## src/rtl/lzc_pkg.sv

```systemverilog
`timescale 1ns/1ps
package lzc_pkg;
  localparam int unsigned LZC_DW    = 12;
  localparam int unsigned LZC_PW    = 16;
  localparam int unsigned LZC_HW    = 8;
  localparam int unsigned LZC_SHIFT = 3;
  localparam int unsigned LZC_PEAK0 = 1024;

  // crossing index halfway between falling index f and rising index r (modular in pw bits)
  function automatic int unsigned lzc_mid(int unsigned f, int unsigned r, int unsigned pw);
    int unsigned mask;
    mask = (32'd1 << pw) - 32'd1;
    return (f + (((r - f) & mask) >> 1)) & mask;
  endfunction

  // threshold derived from a tracked peak
  function automatic int unsigned lzc_thr(int unsigned pk, int unsigned shift);
    return pk >> shift;
  endfunction
endpackage

```

## src/rtl/lzc_peak.sv

```systemverilog
`timescale 1ns/1ps
module lzc_peak
  import lzc_pkg::*;
#(
  parameter int unsigned DW        = LZC_DW,
  parameter int unsigned SHIFT     = LZC_SHIFT,
  parameter int unsigned INIT_PEAK = LZC_PEAK0
) (
  input  logic          clk,
  input  logic          rst_n,
  input  logic          vld,
  input  logic [DW-1:0] smp,
  input  logic          bnd,
  output logic [DW-1:0] thr
);
  logic [DW-1:0] pk;
  logic [DW-1:0] run_pk;
  logic [DW-1:0] nx_pk;

  assign nx_pk = (smp > run_pk) ? smp : run_pk;
  assign thr   = DW'(lzc_thr(32'(pk), SHIFT));

  always_ff @(posedge clk or negedge rst_n) begin
    if (!rst_n) begin
      pk     <= DW'(INIT_PEAK);
      run_pk <= '0;
    end else if (vld) begin
      if (bnd) begin
        pk     <= nx_pk;
        run_pk <= '0;
      end else begin
        run_pk <= nx_pk;
      end
    end
  end
endmodule

```

## src/rtl/lzc_cross.sv

```systemverilog
`timescale 1ns/1ps
module lzc_cross #(
  parameter int unsigned DW = 12,
  parameter int unsigned HW = 8
) (
  input  logic          clk,
  input  logic          rst_n,
  input  logic          vld,
  input  logic [DW-1:0] smp,
  input  logic [DW-1:0] thr,
  input  logic [HW-1:0] hyst,
  output logic          rise_ev,
  output logic          fall_ev
);
  localparam int unsigned EW = DW + 1;

  logic          above;
  logic [EW-1:0] up_lvl;
  logic [EW-1:0] smp_up;

  assign up_lvl  = {1'b0, thr} + EW'(hyst);
  assign smp_up  = {1'b0, smp} + EW'(hyst);
  assign rise_ev = vld && !above && ({1'b0, smp} >= up_lvl);
  assign fall_ev = vld && above && (smp_up < {1'b0, thr});

  always_ff @(posedge clk or negedge rst_n) begin
    if (!rst_n)       above <= 1'b0;
    else if (rise_ev) above <= 1'b1;
    else if (fall_ev) above <= 1'b0;
  end
endmodule

```

## src/rtl/lzc_track.sv

```systemverilog
`timescale 1ns/1ps
module lzc_track
  import lzc_pkg::*;
#(
  parameter int unsigned PW = LZC_PW
) (
  input  logic          clk,
  input  logic          rst_n,
  input  logic          vld,
  input  logic          rise_ev,
  input  logic          fall_ev,
  input  logic [PW-1:0] max_per,
  output logic          zc_ev,
  output logic          tmo_ev,
  output logic          bnd,
  output logic          per_stb,
  output logic [PW-1:0] per_val,
  output logic          dc_act
);
  logic [PW-1:0] idx;
  logic [PW-1:0] fall_idx;
  logic [PW-1:0] zc_prev;
  logic [PW-1:0] run;
  logic [PW-1:0] zc_now;
  logic          have_fall;
  logic          seen;

  assign zc_now = PW'(lzc_mid(32'(fall_idx), 32'(idx), PW));
  assign zc_ev  = rise_ev && have_fall;
  assign tmo_ev = vld && !zc_ev && (({1'b0, run} + (PW+1)'(1)) >= {1'b0, max_per});
  assign bnd    = zc_ev || tmo_ev;

  always_ff @(posedge clk or negedge rst_n) begin
    if (!rst_n) begin
      idx       <= '0;
      fall_idx  <= '0;
      zc_prev   <= '0;
      run       <= '0;
      have_fall <= 1'b0;
      seen      <= 1'b0;
      dc_act    <= 1'b1;
      per_stb   <= 1'b0;
      per_val   <= '0;
    end else begin
      per_stb <= 1'b0;
      if (vld) begin
        idx <= idx + PW'(1);
        if (fall_ev) begin
          fall_idx  <= idx;
          have_fall <= 1'b1;
        end
        if (zc_ev) begin
          zc_prev <= zc_now;
          run     <= '0;
          if (!dc_act) begin
            per_stb <= 1'b1;
            per_val <= zc_now - zc_prev;
          end else if (seen) begin
            per_stb <= 1'b1;
            per_val <= zc_now - zc_prev;
            dc_act  <= 1'b0;
            seen    <= 1'b0;
          end else begin
            seen <= 1'b1;
          end
        end else if (tmo_ev) begin
          run     <= '0;
          per_stb <= 1'b1;
          per_val <= max_per;
          dc_act  <= 1'b1;
          seen    <= 1'b0;
        end else begin
          run <= run + PW'(1);
        end
      end
    end
  end
endmodule

```

## src/rtl/lzc_period_det.sv

```systemverilog
`timescale 1ns/1ps
module lzc_period_det
  import lzc_pkg::*;
#(
  parameter int unsigned DW        = LZC_DW,
  parameter int unsigned PW        = LZC_PW,
  parameter int unsigned HW        = LZC_HW,
  parameter int unsigned SHIFT     = LZC_SHIFT,
  parameter int unsigned INIT_PEAK = LZC_PEAK0
) (
  input  logic          clk,
  input  logic          rst_n,
  input  logic          smp_vld,
  input  logic [DW-1:0] smp,
  input  logic [HW-1:0] hyst,
  input  logic [PW-1:0] max_per,
  output logic          per_stb,
  output logic [PW-1:0] per_val,
  output logic          dc_act
);
  logic [DW-1:0] thr;
  logic          rise_ev;
  logic          fall_ev;
  logic          zc_ev;
  logic          tmo_ev;
  logic          bnd;

  lzc_peak #(.DW(DW), .SHIFT(SHIFT), .INIT_PEAK(INIT_PEAK)) u_peak (
    .clk(clk), .rst_n(rst_n), .vld(smp_vld), .smp(smp), .bnd(bnd), .thr(thr)
  );

  lzc_cross #(.DW(DW), .HW(HW)) u_cross (
    .clk(clk), .rst_n(rst_n), .vld(smp_vld), .smp(smp), .thr(thr), .hyst(hyst),
    .rise_ev(rise_ev), .fall_ev(fall_ev)
  );

  lzc_track #(.PW(PW)) u_track (
    .clk(clk), .rst_n(rst_n), .vld(smp_vld), .rise_ev(rise_ev), .fall_ev(fall_ev),
    .max_per(max_per), .zc_ev(zc_ev), .tmo_ev(tmo_ev), .bnd(bnd),
    .per_stb(per_stb), .per_val(per_val), .dc_act(dc_act)
  );
endmodule

```

## config.mk

```make
export PLATFORM = sky130hd
export DESIGN_NAME = lzc_period_det
export DESIGN_NICKNAME = d
export VERILOG_FILES = /design/src/rtl/lzc_pkg.sv /design/src/rtl/lzc_peak.sv /design/src/rtl/lzc_cross.sv /design/src/rtl/lzc_track.sv /design/src/rtl/lzc_period_det.sv
export SDC_FILE = /design/constraint.sdc
export NUM_CORES = 1
export LEC_CHECK = 0
export ABC_AREA = 1
export BUFFER_PORTS_ARGS = -buffer_cell sky130_fd_sc_hd__buf_2
export CAP_MARGIN = 20
export CORE_MARGIN = 4
export CORE_UTILIZATION = 67
export DETAILED_ROUTE_END_ITERATION = 10
export HOLD_SLACK_MARGIN = 0.05
export PLACE_DENSITY = 0.87
export SYNTH_ARGS = -nofsm -noshare
export SYNTH_HDL_FRONTEND = slang
export SYNTH_SLANG_ARGS = --single-unit
```

## constraint.sdc

```tcl
create_clock -name clk -period 10.89 [get_ports clk]
set_input_delay 1.089 -clock clk [delete_from_list [all_inputs] [get_ports clk]]
set_output_delay 1.089 -clock clk [all_outputs]
set_load 0.005 [all_outputs]
```

==> out/qor.log <==
[timing] Pins Over Slew Limit 0
[global_route] GRT Total Usage 28.03%
[yosys] summed instance area of the synthesized netlist 8850 sq um
[yosys] area fraction of the dominant cell type after synthesis 29.41%
[timing] final worst-path setup slack 6.046 ns
[cts] hold buffers post-CTS 0
[cts] cell chosen for the clock root clkbuf_16
[cts] Sink Count 106
[global_route] number of antenna violations at the first check in global routing 0
[timing] final setup fails 0
[yosys] proportion of register bits with asynchronous set or reset after synthesis 100.0%
[worst_setup_path] highest-delay cell along the critical path dfrtp_1
[routing] DR pass1 iterations 8
[worst_setup_path] delay of the slowest cell on the worst path 0.44 ns
[yosys] most area-hungry cell type in the Yosys netlist dfrtp_1
[placement] Setup WS pre-CTS 5.865 ns
[job] max-cap viol count 0
[cts] number of buffers created by CTS 9
[worst_setup_path] end of the worst register-to-register path u_track.per_val[15]
[worst_setup_path] capture point of the worst path u_track.per_val[15]
[yosys] leading cell type by number of instances after synthesis nand2_1
[routing] DR DRC count 0
[placement] HPWL reported at the end of detailed placement 15430 um
[timing] minimum clock period 4.844 ns
[floorplanning] number of placement rows 41
[hold_path] class of the tightest hold or removal check reg -> reg
[routing] Starting DRT DRC Count 507
[yosys] primary flip-flop cell chosen by synthesis mapping dfrtp_1
[routing] wire length reported by the detailed router 19980 um
[worst_setup_path] Crit. End Element flip-flop
[timing] Max-Slew Margin vs Limit 36.84%
[global_route] final global-route overflow total 0
[timing] setup TNS 0 ns
[worst_setup_path] path depth of the worst reg2reg path 28
[cts] Max Root-Sink Buffers 2
[cts] buffers inserted during post-CTS setup optimization 0
[yosys] synthesis-stage register bit count 106
[timing] final-report hold violation count 0
[worst_setup_path] launch point of the critical path u_track.idx[2]
[run_status] run status finished, final reports clean
[yosys] total of warnings raised by yosys 0
[yosys] post-synthesis sequential area ratio 30.00%
[global_route] pin count of the biggest net entering global routing 77
[timing] achievable frequency 206.5 MHz
[worst_setup_path] CP most frequent cell nand2_1
[placement] post-placement cell count 1393
[routing] via count 7901
[cts] Post-CTS Resized 0
[floorplanning] die height 122.9 um
[yosys] Commonest cells post-synth nand2_1 (296), inv_1 (169), ha_1 (110)
[cts] clock latency on the worst-skew pair 0.36 ns
[global_route] vias in the first global route 7598
[placement] routability congestion estimate from global placement 0.9567
[worst_setup_path] Crit path arrival time 5.10 ns
[floorplanning] Die Footprint 15110 sq um
[worst_setup_path] startpoint of the worst-slack reg-to-reg timing path u_track.idx[2]
[floorplanning] Core Box Area 12770 sq um
[finish] signed area change from the synthesized netlist to the final layout 7.974%
[cts] clk slew on worst S/H paths 0.08 ns
[worst_setup_path] worst-path maximum fanout 5
[worst_setup_path] nature of the critical path startpoint flip-flop
[finish] final net count 1386
[finish] share of final-layout standard cells stronger than drive strength 1 8.003%
[cts] TritonCTS clock tree built
[worst_setup_path] required arrival time at the worst endpoint 11.14 ns
[timing] portion of the clock cycle consumed by the worst path in the final layout 44.48%
[floorplanning] starting utilization of the core area 69.28%
[timing] Layout Skew 0.01263 ns
[placement] port bufs 56
[global_route] wire length of the first global-routing pass 34180 um
[yosys] biggest area contributors in the synthesized netlist dfrtp_1 (29%), ha_1 (16%), nand2_1 (13%), inv_1 (7.2%), a21oi_1 (4.6%)
[floorplanning] DIE WIDTH 122.9 um
[cts] count of H-tree levels built during CTS 3
[timing] slew at the pin closest to its max-slew limit 0.9474 ns
[yosys] post-synthesis instance total 1184
[floorplanning] number of ports placed on the die boundary 57
[yosys] Synth Area per Inst 7.474 sq um
[yosys] unique cell type count in the Yosys netlist 43
[timing] unrepaired setup endpoints after global routing no
[yosys] net count after synthesis 1338
[routing] final antenna-violating net count 0
[routing] vias per std cell 5.608
[yosys] number of enable flip-flop cells after synthesis 0
[finish] diode count 0
[worst_setup_path] Critical Setup Path Class reg -> reg
[finish] number of cells in the finished layout apart from fillers 1409
[worst_setup_path] worst-case register-to-register setup slack 6.05 ns
[routing] per-cell routed wire length 14.18 um
## cell type report
class	instances	area (sq um)
inverters	173	649.4
repair buffers	59	305.3
well taps	172	215.2
clock buffers	10	239.0
multi-input cells	883	5419
clock inverters	6	72.57
fillers	982	3218
flip-flops and latches	106	2655
## metal layers
metal  part of all wire [%]  track usage [%]  vias to the layer above  routed length [um]
li1                       -                -                     3990                   -
met1                     46            37.12                     3614                9094
met2                     47            47.28                      256                9394
met3                    5.2            3.294                       41                1040
met4                    2.3            10.64                        0                 454
met5                      0                0                        -                   0
## state kept, by name (all words and copies together) (netlist names)
| signal | cells |
|---|---|
| u_track.fall_idx | 16 |
| u_track.idx | 16 |
| u_track.per_val | 16 |
| u_track.run | 16 |
| u_track.zc_prev | 16 |
| u_peak.run_pk | 12 |
| u_peak.pk | 9 |
| u_cross.above | 1 |
| u_track.dc_act | 1 |
| u_track.have_fall | 1 |
| u_track.per_stb | 1 |
| u_track.seen | 1 |
## cells by family after synthesis
kind of cell	after synthesis	share of synthesized area (%)
compound gates	201	12.40
buf+inv	195	8.766
xor+xnor	79	7.903
fa+ha+maj	115	16.68
simple gates	488	24.25
flops	106	30.00
## cell usage in the layout, fill, tap and decap left out, types with 5 or more instances in the layout
| master | n |
|---|---|
| nand2_1 | 296 |
| inv_1 | 169 |
| ha_1 | 110 |
| dfrtp_1 | 104 |
| a21oi_1 | 81 |
| nand3_1 | 73 |
| o21ai_0 | 72 |
| buf_2 | 55 |
| nor2_1 | 54 |
| xor2_1 | 45 |
| xnor2_1 | 33 |
| nand4_1 | 32 |
| o22ai_1 | 11 |
| nor3_1 | 10 |
| a21o_1 | 9 |
| clkbuf_16 | 9 |
| o21ai_1 | 7 |
| o21bai_1 | 7 |
| a31oi_1 | 5 |
| fa_1 | 5 |
## through the flow
stage | utilization, % | area (sq um) | hold WS, ns
6_report | 74.81 | 9555 | 0.4902
5_1_grt | 74.81 | 9555 | 0.5258
4_1_cts | 74.81 | 9555 | 0.4857
3_5_place_dp | 72.37 | 9244 | 0.4664
3_3_place_gp | 72.37 | 9244 | 0.4674
2_1_floorplan | - | 8850 | 0.4491
## worst min path at each step
stage / startpoint / endpoint / cells past startpoint
floorplan: u_track.zc_prev[13] / u_track.zc_prev[13] / 2
global placement: u_track.zc_prev[1] / u_track.zc_prev[1] / 2
detailed placement: u_track.zc_prev[13] / u_track.zc_prev[13] / 2
CTS: u_track.zc_prev[13] / u_track.zc_prev[13] / 2
global route: u_track.zc_prev[13] / u_track.zc_prev[13] / 2
finish: u_track.zc_prev[4] / u_track.zc_prev[4] / 2
## critical path: cells and delay by family, from the launching register on
kind                     cells  cell delay [ns]
AND/OR/NAND/NOR             16             1.51
AO/OA/AOI/OAI                6             1.31
flip-flops                   1             0.44
XOR/XNOR                     2             0.41
buffers and inverters        1             0.06
adder cells (fa/ha/maj)      3             0.97
Power is left out: the tool's default activity adds up to more than one toggle a clock period on the data nets, which glitch-free logic cannot reach.
